`src/rtl/nss_pkg.sv`:
```
package nss_pkg;
   typedef enum logic [2:0] {
      PH_IDLE  = 3'd0,
      PH_SETUP = 3'd1,
      PH_PULSE = 3'd2,
      PH_HOLD  = 3'd3,
      PH_WAIT  = 3'd4
   } phase_t;

   typedef enum logic [1:0] {
      CYC_DATA = 2'd0,
      CYC_ADDR = 2'd1,
      CYC_CMD  = 2'd2
   } cyc_t;

   // register index = host_addr[5:2] in the register half
   localparam int unsigned REG_CFG   = 0;
   localparam int unsigned REG_TIME  = 1;
   localparam int unsigned REG_STAT  = 2;
   localparam int unsigned REG_ISTAT = 3;
   localparam int unsigned REG_IEN   = 4;
   localparam int unsigned REG_ISET  = 5;
   localparam int unsigned REG_ICLR  = 6;
   localparam int unsigned REG_CTRL  = 7;
   localparam int unsigned REG_COUNT = 8;

   localparam int unsigned CFG_FORCE_CE_BIT = 5;
   localparam int unsigned CTRL_SRST_BIT    = 2;
   localparam int unsigned IRQ_RDY          = 0;
   localparam int unsigned IRQ_TC           = 1;
   localparam int unsigned IRQ_NUM          = 2;
endpackage

```
`src/rtl/nss_sync.sv`:
```
module nss_sync #(
   parameter int unsigned STAGES = 2
) (
   input  logic clk,
   input  logic rst_n,
   input  logic d,
   output logic q
);
   if (STAGES < 1) begin : g_chk
      $error("nss_sync: STAGES must be at least 1");
   end

   logic [STAGES-1:0] chain;

   always_ff @(posedge clk or negedge rst_n) begin
      if (!rst_n) chain <= '0;
      else        chain <= {chain[STAGES-2 >= 0 ? STAGES-2 : 0 : 0], d} & {STAGES{1'b1}};
   end

   assign q = chain[STAGES-1];
endmodule

```
`src/rtl/nss_irq.sv`:
```
module nss_irq #(
   parameter int unsigned N = 2
) (
   input  logic         clk,
   input  logic         rst_n,
   input  logic         srst,
   input  logic [N-1:0] ev,
   input  logic [N-1:0] set_wr,
   input  logic [N-1:0] clr_wr,
   input  logic         en_we,
   input  logic [N-1:0] en_d,
   output logic [N-1:0] stat,
   output logic [N-1:0] en,
   output logic         irq
);
   for (genvar i = 0; i < N; i++) begin : g_bit
      always_ff @(posedge clk or negedge rst_n) begin
         if (!rst_n)                        stat[i] <= 1'b0;
         else if (srst)                     stat[i] <= 1'b0;
         else if (ev[i] || set_wr[i])       stat[i] <= 1'b1;
         else if (clr_wr[i])                stat[i] <= 1'b0;
      end

      always_ff @(posedge clk or negedge rst_n) begin
         if (!rst_n)     en[i] <= 1'b0;
         else if (srst)  en[i] <= 1'b0;
         else if (en_we) en[i] <= en_d[i];
      end

      // a clear with no competing set leaves the bit low
      p_clear_takes_r10: assert property (@(posedge clk) disable iff (!rst_n)
         (clr_wr[i] && !set_wr[i] && !ev[i]) |=> !stat[i]);
      // a set write always lands
      p_set_takes_r10: assert property (@(posedge clk) disable iff (!rst_n)
         (set_wr[i] && !srst) |=> stat[i]);
   end

   assign irq = |(stat & en);
endmodule

```
`src/rtl/nss_seq.sv`:
```
module nss_seq
   import nss_pkg::*;
#(
   parameter int unsigned FIELD_W = 4,
   parameter int unsigned DATA_W  = 8
) (
   input  logic               clk,
   input  logic               rst_n,
   input  logic               srst,
   input  logic               start,
   input  logic               start_rd,
   input  cyc_t               start_kind,
   input  logic [DATA_W-1:0]  start_data,
   input  logic [FIELD_W-1:0] t_setup,
   input  logic [FIELD_W-1:0] t_width,
   input  logic [FIELD_W-1:0] t_hold,
   input  logic [FIELD_W-1:0] t_wait,
   output phase_t             phase,
   output logic               done,
   output logic               cap,
   output logic               active,
   output logic               cle,
   output logic               ale,
   output logic               nwe,
   output logic               nre,
   output logic               oe,
   output logic [DATA_W-1:0]  dout
);
   localparam int unsigned CNT_W = FIELD_W + 1;

   logic [CNT_W-1:0]   cnt;
   logic               rd_q;
   cyc_t               kind_q;
   logic [DATA_W-1:0]  data_q;
   logic [FIELD_W-1:0] w_q, h_q, n_q;
   logic               cnt_zero;

   assign cnt_zero = (cnt == '0);

   always_ff @(posedge clk or negedge rst_n) begin
      if (!rst_n) begin
         phase  <= PH_IDLE;
         cnt    <= '0;
         rd_q   <= 1'b0;
         kind_q <= CYC_DATA;
         data_q <= '0;
         w_q    <= '0;
         h_q    <= '0;
         n_q    <= '0;
      end else if (srst) begin
         phase  <= PH_IDLE;
         cnt    <= '0;
      end else begin
         unique case (phase)
            PH_IDLE: if (start) begin
               phase  <= PH_SETUP;
               cnt    <= {1'b0, t_setup};
               rd_q   <= start_rd;
               kind_q <= start_kind;
               data_q <= start_data;
               w_q    <= t_width;
               h_q    <= t_hold;
               n_q    <= t_wait;
            end
            PH_SETUP: if (cnt_zero) begin
               phase <= PH_PULSE;
               cnt   <= {1'b0, w_q};
            end else cnt <= cnt - 1'b1;
            PH_PULSE: if (cnt_zero) begin
               phase <= PH_HOLD;
               cnt   <= {1'b0, h_q};
            end else cnt <= cnt - 1'b1;
            PH_HOLD: if (cnt_zero) begin
               if (n_q == '0) phase <= PH_IDLE;
               else begin
                  phase <= PH_WAIT;
                  cnt   <= {n_q, 1'b0} - 1'b1;
               end
            end else cnt <= cnt - 1'b1;
            PH_WAIT: if (cnt_zero) phase <= PH_IDLE;
                     else          cnt   <= cnt - 1'b1;
            default: phase <= PH_IDLE;
         endcase
      end
   end

   assign active = (phase == PH_SETUP) || (phase == PH_PULSE) || (phase == PH_HOLD);
   assign done   = (phase == PH_HOLD) && cnt_zero;
   assign cap    = (phase == PH_PULSE) && cnt_zero && rd_q;
   assign cle    = active && (kind_q == CYC_CMD);
   assign ale    = active && (kind_q == CYC_ADDR);
   assign nwe    = !((phase == PH_PULSE) && !rd_q);
   assign nre    = !((phase == PH_PULSE) && rd_q);
   assign oe     = active && !rd_q;
   assign dout   = data_q;

   // setup always hands over to the strobe phase
   p_setup_to_pulse_r2: assert property (@(posedge clk) disable iff (!rst_n || srst)
      (phase == PH_SETUP && cnt_zero) |=> (phase == PH_PULSE));
   // read and write strobes exclusive
   p_strobe_excl_r12: assert property (@(posedge clk) disable iff (!rst_n)
      !(!nwe && !nre));
   // latch lines exclusive
   p_latch_excl_r12: assert property (@(posedge clk) disable iff (!rst_n)
      !(cle && ale));
   // a cycle never starts while waiting
   p_no_start_in_wait_r6: assert property (@(posedge clk) disable iff (!rst_n || srst)
      (phase == PH_WAIT && !cnt_zero) |=> (phase == PH_WAIT));
endmodule

```
`src/rtl/nand_strobe_seq.sv`:
```
module nand_strobe_seq
   import nss_pkg::*;
#(
   parameter int unsigned ADDR_W      = 7,
   parameter int unsigned HOST_W      = 32,
   parameter int unsigned DATA_W      = 8,
   parameter int unsigned FIELD_W     = 4,
   parameter int unsigned TC_W        = 16,
   parameter int unsigned SYNC_STAGES = 2
) (
   input  logic              clk,
   input  logic              rst_n,
   input  logic              host_req,
   input  logic              host_we,
   input  logic [ADDR_W-1:0] host_addr,
   input  logic [HOST_W-1:0] host_wdata,
   output logic              host_ack,
   output logic [HOST_W-1:0] host_rdata,
   output logic              nand_cle,
   output logic              nand_ale,
   output logic              nand_nce,
   output logic              nand_nwe,
   output logic              nand_nre,
   output logic [DATA_W-1:0] nand_dout,
   output logic              nand_doe,
   input  logic [DATA_W-1:0] nand_din,
   input  logic              nand_rb,
   output logic              irq
);
   localparam int unsigned TIM_W = 8 * FIELD_W;
   localparam int unsigned GRP_W = 4 * FIELD_W;
   localparam int unsigned IDX_W = ADDR_W - 3;

   if (TIM_W > HOST_W || DATA_W > HOST_W || TC_W > HOST_W) begin : g_chk_w
      $error("nand_strobe_seq: register fields wider than host port");
   end
   if (ADDR_W < 7) begin : g_chk_a
      $error("nand_strobe_seq: ADDR_W must be at least 7");
   end

   // host decode
   logic             is_bus, bus_go, reg_go, reg_wr, srst;
   logic [IDX_W-1:0] idx;
   cyc_t             kind;

   assign is_bus = !host_addr[ADDR_W-1];
   assign idx    = host_addr[ADDR_W-2:2];
   assign kind   = !host_we      ? CYC_DATA :
                   host_addr[3]  ? CYC_CMD  :
                   host_addr[2]  ? CYC_ADDR : CYC_DATA;

   phase_t seq_phase;
   logic   seq_done, seq_cap, seq_act, seq_cle, seq_ale, seq_nwe, seq_nre, seq_oe;
   logic [DATA_W-1:0] seq_dout;

   assign bus_go = host_req && is_bus && !host_ack && (seq_phase == PH_IDLE);
   assign reg_go = host_req && !is_bus && !host_ack;
   assign reg_wr = reg_go && host_we;
   assign srst   = reg_wr && (idx == IDX_W'(REG_CTRL)) && host_wdata[CTRL_SRST_BIT];

   // registers
   logic             force_ce;
   logic [TIM_W-1:0] timing;
   logic [TC_W-1:0]  tcount;
   logic             cur_rd, cur_data;
   logic [DATA_W-1:0] rd_q;
   logic             tc_ev;

   assign tc_ev = seq_done && cur_data && (tcount == TC_W'(1));

   always_ff @(posedge clk or negedge rst_n) begin
      if (!rst_n) begin
         force_ce <= 1'b0;
         timing   <= '0;
         tcount   <= '0;
      end else if (srst) begin
         force_ce <= 1'b0;
         timing   <= '0;
         tcount   <= '0;
      end else begin
         if (reg_wr && idx == IDX_W'(REG_CFG))  force_ce <= host_wdata[CFG_FORCE_CE_BIT];
         if (reg_wr && idx == IDX_W'(REG_TIME)) timing   <= host_wdata[TIM_W-1:0];
         if (reg_wr && idx == IDX_W'(REG_COUNT)) tcount  <= host_wdata[TC_W-1:0];
         else if (seq_done && cur_data && tcount != '0) tcount <= tcount - 1'b1;
      end
   end

   always_ff @(posedge clk or negedge rst_n) begin
      if (!rst_n) begin
         cur_rd   <= 1'b0;
         cur_data <= 1'b0;
         rd_q     <= '0;
      end else begin
         if (bus_go) begin
            cur_rd   <= !host_we;
            cur_data <= (kind == CYC_DATA);
         end
         if (seq_cap) rd_q <= nand_din;
      end
   end

   // timing field selection per direction
   logic [GRP_W-1:0]   grp;
   logic [FIELD_W-1:0] f_setup, f_hold, f_width, f_wait;

   assign grp     = host_we ? timing[TIM_W-1:GRP_W] : timing[GRP_W-1:0];
   assign f_setup = grp[FIELD_W-1:0];
   assign f_hold  = grp[2*FIELD_W-1:FIELD_W];
   assign f_width = grp[3*FIELD_W-1:2*FIELD_W];
   assign f_wait  = grp[4*FIELD_W-1:3*FIELD_W];

   nss_seq #(.FIELD_W(FIELD_W), .DATA_W(DATA_W)) u_seq (
      .clk        (clk),
      .rst_n      (rst_n),
      .srst       (srst),
      .start      (bus_go),
      .start_rd   (!host_we),
      .start_kind (kind),
      .start_data (host_wdata[DATA_W-1:0]),
      .t_setup    (f_setup),
      .t_width    (f_width),
      .t_hold     (f_hold),
      .t_wait     (f_wait),
      .phase      (seq_phase),
      .done       (seq_done),
      .cap        (seq_cap),
      .active     (seq_act),
      .cle        (seq_cle),
      .ale        (seq_ale),
      .nwe        (seq_nwe),
      .nre        (seq_nre),
      .oe         (seq_oe),
      .dout       (seq_dout)
   );

   // ready sampling, frozen while a cycle or its wait runs
   logic rb_sync, rdy_q, rdy_rise;

   nss_sync #(.STAGES(SYNC_STAGES)) u_sync (
      .clk   (clk),
      .rst_n (rst_n),
      .d     (nand_rb),
      .q     (rb_sync)
   );

   assign rdy_rise = (seq_phase == PH_IDLE) && rb_sync && !rdy_q;

   always_ff @(posedge clk or negedge rst_n) begin
      if (!rst_n)                     rdy_q <= 1'b0;
      else if (seq_phase == PH_IDLE)  rdy_q <= rb_sync;
   end

   // interrupts
   logic [IRQ_NUM-1:0] istat, ien, iev, iset, iclr;

   assign iev  = {tc_ev, rdy_rise};
   assign iset = (reg_wr && idx == IDX_W'(REG_ISET)) ? host_wdata[IRQ_NUM-1:0] : '0;
   assign iclr = (reg_wr && idx == IDX_W'(REG_ICLR)) ? host_wdata[IRQ_NUM-1:0] : '0;

   nss_irq #(.N(IRQ_NUM)) u_irq (
      .clk    (clk),
      .rst_n  (rst_n),
      .srst   (srst),
      .ev     (iev),
      .set_wr (iset),
      .clr_wr (iclr),
      .en_we  (reg_wr && idx == IDX_W'(REG_IEN)),
      .en_d   (host_wdata[IRQ_NUM-1:0]),
      .stat   (istat),
      .en     (ien),
      .irq    (irq)
   );

   // read mux and acknowledge
   logic [HOST_W-1:0] reg_rd;

   always_comb begin
      reg_rd = '0;
      unique case (idx)
         IDX_W'(REG_CFG):   reg_rd[CFG_FORCE_CE_BIT] = force_ce;
         IDX_W'(REG_TIME):  reg_rd[TIM_W-1:0]        = timing;
         IDX_W'(REG_STAT):  reg_rd[0]                = rdy_q;
         IDX_W'(REG_ISTAT): reg_rd[IRQ_NUM-1:0]      = istat;
         IDX_W'(REG_IEN):   reg_rd[IRQ_NUM-1:0]      = ien;
         IDX_W'(REG_COUNT): reg_rd[TC_W-1:0]         = tcount;
         default:           reg_rd                   = '0;
      endcase
   end

   always_ff @(posedge clk or negedge rst_n) begin
      if (!rst_n) begin
         host_ack   <= 1'b0;
         host_rdata <= '0;
      end else begin
         host_ack <= reg_go || seq_done;
         if (reg_go && !host_we)      host_rdata <= reg_rd;
         else if (seq_done && cur_rd) host_rdata <= HOST_W'(rd_q);
      end
   end

   assign nand_cle  = seq_cle;
   assign nand_ale  = seq_ale;
   assign nand_nwe  = seq_nwe;
   assign nand_nre  = seq_nre;
   assign nand_doe  = seq_oe;
   assign nand_dout = seq_dout;
   assign nand_nce  = !(seq_act || force_ce);

   // acknowledge is a single pulse
   p_ack_pulse_r5: assert property (@(posedge clk) disable iff (!rst_n)
      host_ack |=> !host_ack);
   // sampled ready holds while the previous cycle was not idle
   p_rdy_frozen_r6: assert property (@(posedge clk) disable iff (!rst_n)
      ($past(seq_phase) != PH_IDLE) |-> $stable(rdy_q));
   // a strobe is only ever seen with chip enable asserted
   p_nce_on_strobe_r12: assert property (@(posedge clk) disable iff (!rst_n)
      (!nand_nwe || !nand_nre) |-> !nand_nce);
   // the decrement event leaves the counter at zero
   p_tc_zero_r9: assert property (@(posedge clk) disable iff (!rst_n)
      (tc_ev && !reg_wr) |=> (tcount == '0));
endmodule

```
`config.mk`:
```
export PLATFORM = sky130hd
export DESIGN_NAME = nand_strobe_seq
export DESIGN_NICKNAME = d
export VERILOG_FILES = /design/src/rtl/nss_pkg.sv /design/src/rtl/nss_sync.sv /design/src/rtl/nss_irq.sv /design/src/rtl/nss_seq.sv /design/src/rtl/nand_strobe_seq.sv
export SDC_FILE = /design/constraint.sdc
export NUM_CORES = 1
export LEC_CHECK = 0
export BUFFER_PORTS_ARGS = -buffer_cell sky130_fd_sc_hd__buf_4
export CAP_MARGIN = 0
export CORE_MARGIN = 2
export CORE_UTILIZATION = 45
export DETAILED_ROUTE_END_ITERATION = 12
export PLACE_DENSITY = 0.73
export SKIP_LAST_GASP = 1
export SLEW_MARGIN = 40
export SYNTH_ARGS = -nofsm -noshare
export SYNTH_HDL_FRONTEND = slang
export SYNTH_HIERARCHICAL = 1
export SYNTH_SLANG_ARGS = --single-unit
```
`constraint.sdc`:
```
create_clock -name clk -period 4.7 [get_ports clk]
set_input_delay 0.235 -clock clk [delete_from_list [all_inputs] [get_ports clk]]
set_output_delay 0.235 -clock clk [all_outputs]
set_load 0.01 [all_outputs]
```
Word-level counts from Yosys, hierarchy flattened:

Index checks and enable logic that the tools add are counted.

* register bits: 130
* input bits: 52
* output and inout bits: 48

* add/subtract/negate cells: 3
* equal/unequal tests: 22
* muxes and demuxes: 47
* bitwise operators: 2
* reductions and logical operators: 61

Operators with widths (count)
* 32-bit 2-to-1 mux: 4
* 16-bit 2-to-1 mux: 5
* 5-bit 2-to-1 mux: 7
* 1-bit logical AND: 29
* 5-bit one-hot mux with 5 select lines: 1
* 3-bit 2-to-1 mux: 7
* 10-bit one-hot mux with 2 select lines: 1
* 16-bit by 1-bit == test with 1-bit output (second input constant): 1
* 4-bit by 3-bit == test with 1-bit output (second input constant): 4
* 16-bit nonzero test: 1
* 16-bit by 1-bit subtractor with 16-bit output (second input constant): 1
* 3-bit one-hot mux with 5 select lines: 1
* 1-bit 2-to-1 mux: 13
* 3-bit by 2-bit != test with 1-bit output (second input constant): 4
* 5-bit by 1-bit subtractor with 5-bit output (second input constant): 2
* 3-bit nonzero test: 3
* 4-bit by 2-bit == test with 1-bit output (second input constant): 2
* 1-bit logical NOT: 8
* 4-bit logical NOT: 2
* 2-bit 2-to-1 mux: 4
* 2-bit nonzero test: 4
* 3-bit by 2-bit == test with 1-bit output (second input constant): 2
* 1-bit logical OR: 6
* 3-bit != test (second input constant): 2
* 21 further kinds: 21

Longest topological paths before layout:

Gate-level depths: netlist (run 1).

* word-level depth: 8
* gate-level depth with buffers: 11
* mapped depth without buffers: 10

Modules after synthesis:

The synthesis (run 1) kept the hierarchy.

Modules (own cells, without submodules)
* nand_strobe_seq: instances 1, cells each 477, area each 4673.2 sq um
* nss_seq: instances 1, cells each 166, area each 1711.6 sq um
* nss_irq: instances 1, cells each 15, area each 166.4 sq um
* nss_sync: instances 1, cells each 2, area each 50.0 sq um

Worst setup path after synthesis (run 1):

OpenSTA, ideal clock, no wires.

* kind: register -> register
* start point: reg host_ack
* end point: reg u_seq.data_q[0] (netlist: u_seq/dout[0])
* library setup time: 125 ps
* arrival: 2463 ps
* required time: 4575 ps
* setup slack: 2112 ps
* cell stages (with the launch flop): 9
* path buffers: 2
* clock period less this slack: 2588 ps
* cell sequence: dfrtp_1 > nand3b_1 > or2_2 > nor3_2 > buf_2 > nor2_1 > nand3_1 > clkbuf_1 > mux2_2

* word-level cells in the longest chain between the ends: 7

Ends and longest elaborated chain
* from (decl): line nand_strobe_seq.sv:17 `output logic host_ack,`
* from (signal assigned): line nand_strobe_seq.sv:195 `host_ack <= reg_go || seq_done;`
* 1-bit logical NOT: line nand_strobe_seq.sv:57 `assign reg_go = host_req && !is_bus && !host_ack;`
* 1-bit logical AND: line nand_strobe_seq.sv:57
* 1-bit logical AND: line nand_strobe_seq.sv:58 `assign reg_wr = reg_go && host_we;`
* 1-bit logical AND (2 in series): line nand_strobe_seq.sv:59 `assign srst = reg_wr && (idx == IDX_W'(REG_CTRL)) && host_wdata[CTRL_SRST_BIT];`
* via srst: line nand_strobe_seq.sv:42 `logic is_bus, bus_go, reg_go, reg_wr, srst;`
* 1-bit NOT (no source line)
* 3-bit AND reduction (no source line)
* to (signal assigned): line nss_seq.sv:60 `data_q <= start_data;`
* to (decl): line nss_seq.sv:34 `logic [DATA_W-1:0] data_q;`

The timed path passes the listed nets, and every way through them passes these cells.
A chain may end at the register's enable or synchronous reset.

Final worst setup path (run 1):

* start point: reg u_seq.phase[0]
* end point: reg u_seq.h_q[0]

* word-level cells in the longest chain between the ends: 3

Ends and longest elaborated chain
* from (decl): line nss_seq.sv:18 `output phase_t phase,`
* from (signal assigned): line nss_seq.sv:42 `phase <= PH_IDLE;`
* from (signal assigned): line nss_seq.sv:51 `phase <= PH_IDLE;`
* from (signal assigned): line nss_seq.sv:56 `phase <= PH_SETUP;`
* 3-bit logical NOT: line nand_strobe_seq.sv:56 `assign bus_go = host_req && is_bus && !host_ack && (seq_phase == PH_IDLE);`
* 1-bit logical AND: line nand_strobe_seq.sv:56
* via bus_go: line nand_strobe_seq.sv:42
* 3-bit AND reduction (no source line)
* to (signal assigned): line nss_seq.sv:62 `h_q <= t_hold;`
* to (decl): line nss_seq.sv:35 `logic [FIELD_W-1:0] w_q, h_q, n_q;`

The timed path passes the listed nets, and every way through them passes these cells.

==> results of run 1 <==
[synthesized netlist by cell type (2+ instances only)]
cell,instances,area share (%)
clkbuf_1,18,1.0
o21ai_0,23,1.7
a311oi_1,2,0.27
ha_1,4,0.76
o22ai_1,3,0.28
or3_1,4,0.38
a21oi_1,50,3.8
nor4_1,5,0.47
and2_1,8,0.76
nand3b_1,3,0.34
nand2_1,113,6.4
xnor2_1,5,0.66
nor4b_1,2,0.27
buf_1,2,0.11
inv_1,11,0.63
nor2b_1,5,0.47
nor4_2,3,0.57
a32oi_1,2,0.27
and4b_1,3,0.45
a211oi_1,10,1.1
o21ai_1,6,0.45
a22o_1,18,2.4
nand3_1,10,0.76
a32o_1,3,0.45
mux2_2,48,8.2
o311ai_0,2,0.27
nand4_1,3,0.28
dfrtp_1,130,49
o31ai_1,3,0.34
nor3b_1,3,0.34
a221o_1,6,0.91
buf_4,3,0.34
nand2b_1,9,0.85
nor2_1,46,2.6
or4b_1,2,0.30
xor2_1,6,0.80
a22oi_1,11,1.3
or2_2,3,0.28
and3_1,5,0.47
o41ai_1,5,0.66
nor4b_4,3,1.1
mux2i_1,4,0.61
buf_2,21,1.6
nor3_1,12,0.91
[metal layers]
layer / track usage (%) / up-vias / wire (um)
met5: 0 / - / 0
li1: - / 2527 / -
met2: 36.9 / 240 / 8650
met1: 32.6 / 2696 / 7860
met4: 7.39 / 0 / 374
met3: 6.76 / 21 / 1440
[layout by cell type (no fill, tap or decap), types with 4 or more instances in the layout]
master | synthesis | routed
dfrtp_1 | 130 | 130
clkbuf_16 | 0 | 17
xnor2_1 | 5 | 5
o41ai_1 | 5 | 5
a21oi_1 | 50 | 49
or3_1 | 4 | 4
a22oi_1 | 11 | 11
inv_1 | 11 | 11
mux2i_1 | 4 | 4
ha_1 | 4 | 4
clkbuf_8 | 0 | 4
clkinvlp_4 | 0 | 5
o21ai_0 | 23 | 23
a22o_1 | 18 | 18
and3_1 | 5 | 4
nor2_1 | 46 | 43
nor3_1 | 12 | 12
buf_4 | 3 | 101
and2_1 | 8 | 7
nand2b_1 | 9 | 9
xor2_1 | 6 | 6
o21ai_1 | 6 | 6
nand3_1 | 10 | 10
nor2b_1 | 5 | 5
mux2_2 | 48 | 48
nor4_1 | 5 | 5
a211oi_1 | 10 | 10
a221o_1 | 6 | 6
nand2_1 | 113 | 112
[metrics by stage]
stage | worst slack (ns) | cell area [um^2] | power, mW | hold slack, ns | std cells
final | 1.58 | 8030 | 3.87 | 0.0497 | 936
after global routing | 1.39 | 8030 | 4.07 | 0.0371 | 936
after CTS | 1.57 | 8020 | 3.88 | 0.0357 | 936
after detailed placement | 1.59 | 7410 | 2.58 | 0.235 | 902
after global placement | 1.67 | 7400 | 2.54 | 0.228 | 902
after floorplan | 2.11 | 6600 | 2.19 | -0.0606 | 660
[power groups by stage]
stage / Clock [mW] / Sequential [mW] / Combinational (mW)
finish: 1.28 / 1.59 / 0.998
detailed placement: 0 / 1.60 / 0.982
floorplan: 0 / 1.52 / 0.664
global placement: 0 / 1.58 / 0.954
global route: 1.36 / 1.62 / 1.10
CTS: 1.30 / 1.58 / 0.996
[kinds of logic (layout without fill, tap and decap cells)]
kind of cell	after synthesis	after routing	synth area share [%]
AO/OA/AOI/OAI	157	157	16.5
adder cells (fa/ha/maj)	4	4	0.758
flip-flops	130	130	49.3
XOR/XNOR	11	11	1.46
AND/OR/NAND/NOR	251	251	19.5
buffers and inverters	55	147	3.70
multiplexers	52	52	8.79
[layout make-up]
type	count	area [um^2]	area share, %
clock inverters	11	104	1.29
flip-flops and latches	130	3250	40.5
multi-input cells	475	3130	39.0
clock buffers	21	480	5.99
well taps	184	230	2.87
repair buffers	104	790	9.84
inverters	11	41.3	0.514
[flip-flops by register name, indices dropped and copies added, names as in the netlist, 5 cells and up]
signal	cells
host_rdata	32
rd_q	8
tcount	16
timing	32
u_seq/cnt	5
u_seq/dout	8
[final timing paths]
check,cells past startpoint,end,start,slack (ns)
min,2,rd_q[1]$_DFFE_PN0P_,nand_din[1],0.05
max in group asynchronous,3,host_rdata[28]$_DFFE_PN0P_,rst_n,3.46
max,6,u_seq/h_q[0]$_DFFE_PN0P_,u_seq/phase[0]$_DFFE_PN0P_,1.58
min reg2reg,0,u_sync/chain[1]$_DFF_PN0_,u_sync/chain[0]$_DFF_PN0_,0.35
min in group asynchronous,2,tcount[8]$_DFFE_PN0P_,rst_n,0.33
max reg2reg,6,u_seq/h_q[0]$_DFFE_PN0P_,u_seq/phase[0]$_DFFE_PN0P_,1.58
==> results.py, run 1 <==
metrics = {
    "grt": {
        "grtUsageTotal_pct": 23.8,
        "first_global_vias": 5354,
        "antenna_found_initial": 0,
        "grt_max_degree": 63,
        "grt_pass1_wl_mm": 29.2,
        "overflow": 0,
    },
    "power_and_ir_drop": {
        "power_switching_mw": 1.26,
        "vdd_drop_max_mv": 0.304,
        "power_frac_comb_pct": 25.8,
        "power_leakage_nw": 3.65,
        "p_sw_share_pct": 32.7,
        "power.density_nw_per_um2": 482,
        "seqPwrFrac_pct": 41.0,
        "power_frac_clock_pct": 33.2,
        "internal_power_mw": 2.60,
    },
    "routing": {
        "drcViolationCount": 0,
        "dr.pass1.iters": 5,
        "final_antenna_net_count": 0,
        "viasPerCell": 5.86,
        "drtIter0Drc": 472,
        "wl_per_cell_um": 19.6,
        "dr_total_vias": 5484,
        "wl_mm": 18.3,
    },
    "clock_network": {
        "numClockSinks": 130,
        "cts_buffers": 17,
        "post_cts_resized": 0,
        "htreeDepth": 4,
        "cts_setup_buffers": 0,
        "hold_buffers": 2,
        "insertion_delay_ns": 0.42,
        "clk_path_buf_depth": 2,
        "cts_tree": "done",
        "cts_root_buf": "clkbuf_16",
        "path_clk_slew_ns": 0.06,
    },
    "sta": {
        "layout_min_cycle_time_ns": 3.12,
        "tns_ns": 0,
        "hold_viol": 0,
        "setup_viol": 0,
        "tightestPinTransition_ns": 0.679,
        "fmax_ghz": 0.321,
        "finalClockSkew_ns": 0.00606,
        "slew_headroom_pct": 54.6,
        "min_period_over_period_pct": 66.3,
        "rsz0062_at_grt": "no",
        "finalMaxSlewViolations": 0,
    },
    "run": {
        "maxCapViolCount": 0,
    },
    "synth": {
        "synth_area_um2": 6600,
        "syn_avg_cell_area_um2": 10.0,
        "synth.distinct_cells": 66,
        "syn_nets": 716,
        "synthCells": 660,
        "yosys_register_bits": 130,
        "synth_warnings": 6,
        "synth-edff-count": 0,
        "synth_ff_type": "dfrtp_1",
        "ys_seq_area_share_pct": 49.3,
        "synthArstFlopShare_pct": 100,
    },
    "setup_path": {
        "required_ns": 5.00,
        "critPathKind": "reg2reg",
        "slowest_stage": "dfrtp_1",
        "slowest_delay_ns": 0.62,
        "cp-end-kind": "flip-flop",
        "worstSetupStartpointType": "flip-flop",
        "worst-path-buf-inv": 2,
        "critPathMaxFanout": 24,
        "crit_chain": "or3_1 -> or4b_1 -> inv_1 -> nand3_1 -> buf_4 -> mux2_2",
        "cp.arrival_ns": 3.41,
        "cp_top_family": "simple AND/OR/NAND/NOR gates",
    },
    "final_layout": {
        "syn_to_final_growth_pct": 21.6,
        "drive_gt1_share_pct": 27.5,
        "post-route-util_pct": 55.6,
        "antenna_cells": 0,
        "nFillCells": 1263,
        "final_net_count": 795,
    },
    "die": {
        "start_util_pct": 45.8,
        "fp.dieH_um": 125,
        "die_area_um2": 15700,
        "pin_count": 100,
        "rows": 44,
        "core_area_um2": 14400,
        "die_x_um": 125,
    },
    "worst_hold_path": {
        "min_path_type": "in2reg",
    },
    "place": {
        "place_hpwl_mm": 13.2,
        "port_buffers": 97,
        "routabilityCongestion": 0.909,
    },
    "status": {
        "status": "finished clean",
    },
}
(Power assumes the default switching activity.)
==> inputs of run 2 (changes only) <==
clock period = 3.2 ns   (was 4.7 ns; I/O delays follow)
==> results.py, run 2 (same netlist as run 1, synthesis figures left out) <==
metrics = {
    "status": {
        "status": "finished clean",
    },
    "final_layout": {
        "top_regs": "host_rdata (32), timing (32), tcount (16)",
        "finalInstanceArea_um2": 8350,
        "drive_gt1_share_pct": 26.8,
        "fin_cells": 975,
        "final_common_cell": "dfrtp_1",
        "final_net_count": 834,
        "antenna_cells": 0,
        "final_cell_mix": "130 x dfrtp_1, 113 x nand2_1, 113 x buf_4",
        "nFillCells": 1200,
        "syn_to_final_growth_pct": 26.5,
    },
    "place": {
        "routabilityCongestion": 0.907,
        "port_buffers": 97,
        "place_hpwl_mm": 13.1,
        "post_dp_cell_area_um2": 7510,
        "post-place-cells": 914,
    },
    "die": {
        "die_x_um": 125,
        "start_util_pct": 45.8,
        "die_area_um2": 15700,
        "core_area_um2": 14400,
        "rows": 44,
        "fp.dieH_um": 125,
        "pin_count": 100,
    },
    "clock_network": {
        "cts_setup_buffers": 0,
        "cts_tree": "done",
        "path_clk_slew_ns": 0.06,
        "htreeDepth": 4,
        "cts_buffers": 17,
        "clk_path_buf_depth": 2,
        "post_cts_resized": 0,
        "insertion_delay_ns": 0.42,
        "numClockSinks": 130,
        "cts_root_buf": "clkbuf_16",
        "hold_buffers": 29,
    },
    "sta": {
        "finalClockSkew_ns": 0.00761,
        "rsz0062_at_grt": "no",
        "hold_viol": 0,
        "fmax_ghz": 0.380,
        "layout_min_cycle_time_ns": 2.63,
        "finalMaxSlewViolations": 0,
        "min_period_over_period_pct": 82.3,
        "whs_ns": 0.0144,
        "tightestPinTransition_ns": 0.680,
        "tns_ns": 0,
        "slew_headroom_pct": 54.4,
        "setup_viol": 0,
    },
    "worst_hold_path": {
        "min_path_type": "in2reg",
        "holdCritStartpoint": "host_wdata[25]",
        "holdPathStages": 3,
    },
    "setup_path": {
        "rr_worst_depth": 10,
        "cp.arrival_ns": 2.94,
        "critPathKind": "reg2reg",
        "worstSetupStartpointType": "flip-flop",
        "slowest_delay_ns": 0.42,
        "required_ns": 3.51,
        "cp_common_cell": "nand2_1",
        "crit_start": "u_seq/cnt[0]$_DFFE_PN0P_",
        "r2r_start": "u_seq/cnt[0]$_DFFE_PN0P_",
        "crit_chain": "inv_1 -> ha_1 -> nor4b_4 -> nand2_1 -> nor2_1 -> and2_1 -> and3_1 -> nand2_1 -> xor2_1 -> a211oi_1",
        "cp-end-kind": "flip-flop",
        "slowest_stage": "dfrtp_1",
        "critPathMaxFanout": 10,
    },
    "power_and_ir_drop": {
        "power_mw": 5.66,
        "vdd_drop_max_mv": 0.497,
        "power_leakage_nw": 3.82,
        "power.density_nw_per_um2": 677,
    },
    "routing": {
        "viasPerCell": 5.84,
        "dr_total_vias": 5692,
        "dr.pass1.iters": 7,
        "wl_mm": 18.8,
        "final_antenna_net_count": 0,
        "drtIter0Drc": 646,
        "drcViolationCount": 0,
        "wl_per_cell_um": 19.3,
    },
    "grt": {
        "grtUsageTotal_pct": 24.2,
        "grt_max_degree": 88,
        "overflow": 0,
        "antenna_found_initial": 0,
        "first_global_vias": 5560,
        "grt_pass1_wl_mm": 30.0,
    },
    "run": {
        "maxCapViolCount": 0,
    },
}
-- run 2: metrics by stage --
step | setup WS [ns] | util [%]
2_1_floorplan | 0.612 | -
3_3_place_gp | 0.726 | 52.0
3_5_place_dp | 0.660 | 52.0
4_1_cts | 0.571 | 57.9
5_1_grt | 0.378 | 57.9
6_report | 0.566 | 57.9
-- run 2: layer usage --
layer  GRT usage [%]  vias to the layer above  wire, um
li1                -                     2602         -
met1            33.9                     2815      8350
met2            37.2                      242      8690
met3            5.39                       33      1270
met4            8.89                        0       452
met5               0                        -         0
-- run 2: worst max-delay path, delay by kind of cell (launching register included) --
family | cells | cell delay (ns)
AO/OA/AOI/OAI | 1 | 0.31
XOR/XNOR | 1 | 0.14
adder cells (fa/ha/maj) | 1 | 0.22
buffers and inverters | 1 | 0.07
flip-flops | 1 | 0.42
AND/OR/NAND/NOR | 6 | 1.34
-- run 2: layout make-up --
| type | instances | area, um^2 | share of cell area [%] |
|---|---|---|---|
| timing repair buffer | 143 | 1160 | 13.9 |
| multi-input combinational | 475 | 3120 | 37.3 |
| inverter | 11 | 41.3 | 0.495 |
| clock buffer | 22 | 474 | 5.68 |
| clock inverter | 10 | 76.3 | 0.914 |
| tap | 184 | 230 | 2.76 |
| sequential | 130 | 3250 | 39.0 |
-- run 2: where the power goes --
| group | total, mW | internal [mW] | switching [mW] |
|---|---|---|---|
| clock | 1.80 | 1.06 | 0.746 |
| sequential | 2.28 | 1.96 | 0.316 |
| combinational | 1.58 | 0.765 | 0.811 |
-- run 2: worst paths after layout --
check,to,slack [ns]
setup / recovery,tcount[5]$_DFFE_PN0P_,0.57
hold / removal,timing[25]$_DFFE_PN0P_,0.01
setup reg to reg,tcount[5]$_DFFE_PN0P_,0.57
hold reg to reg,u_sync/chain[1]$_DFF_PN0_,0.37
max in group asynchronous,timing[23]$_DFFE_PN0P_,2.03
min in group asynchronous,tcount[12]$_DFFE_PN0P_,0.30
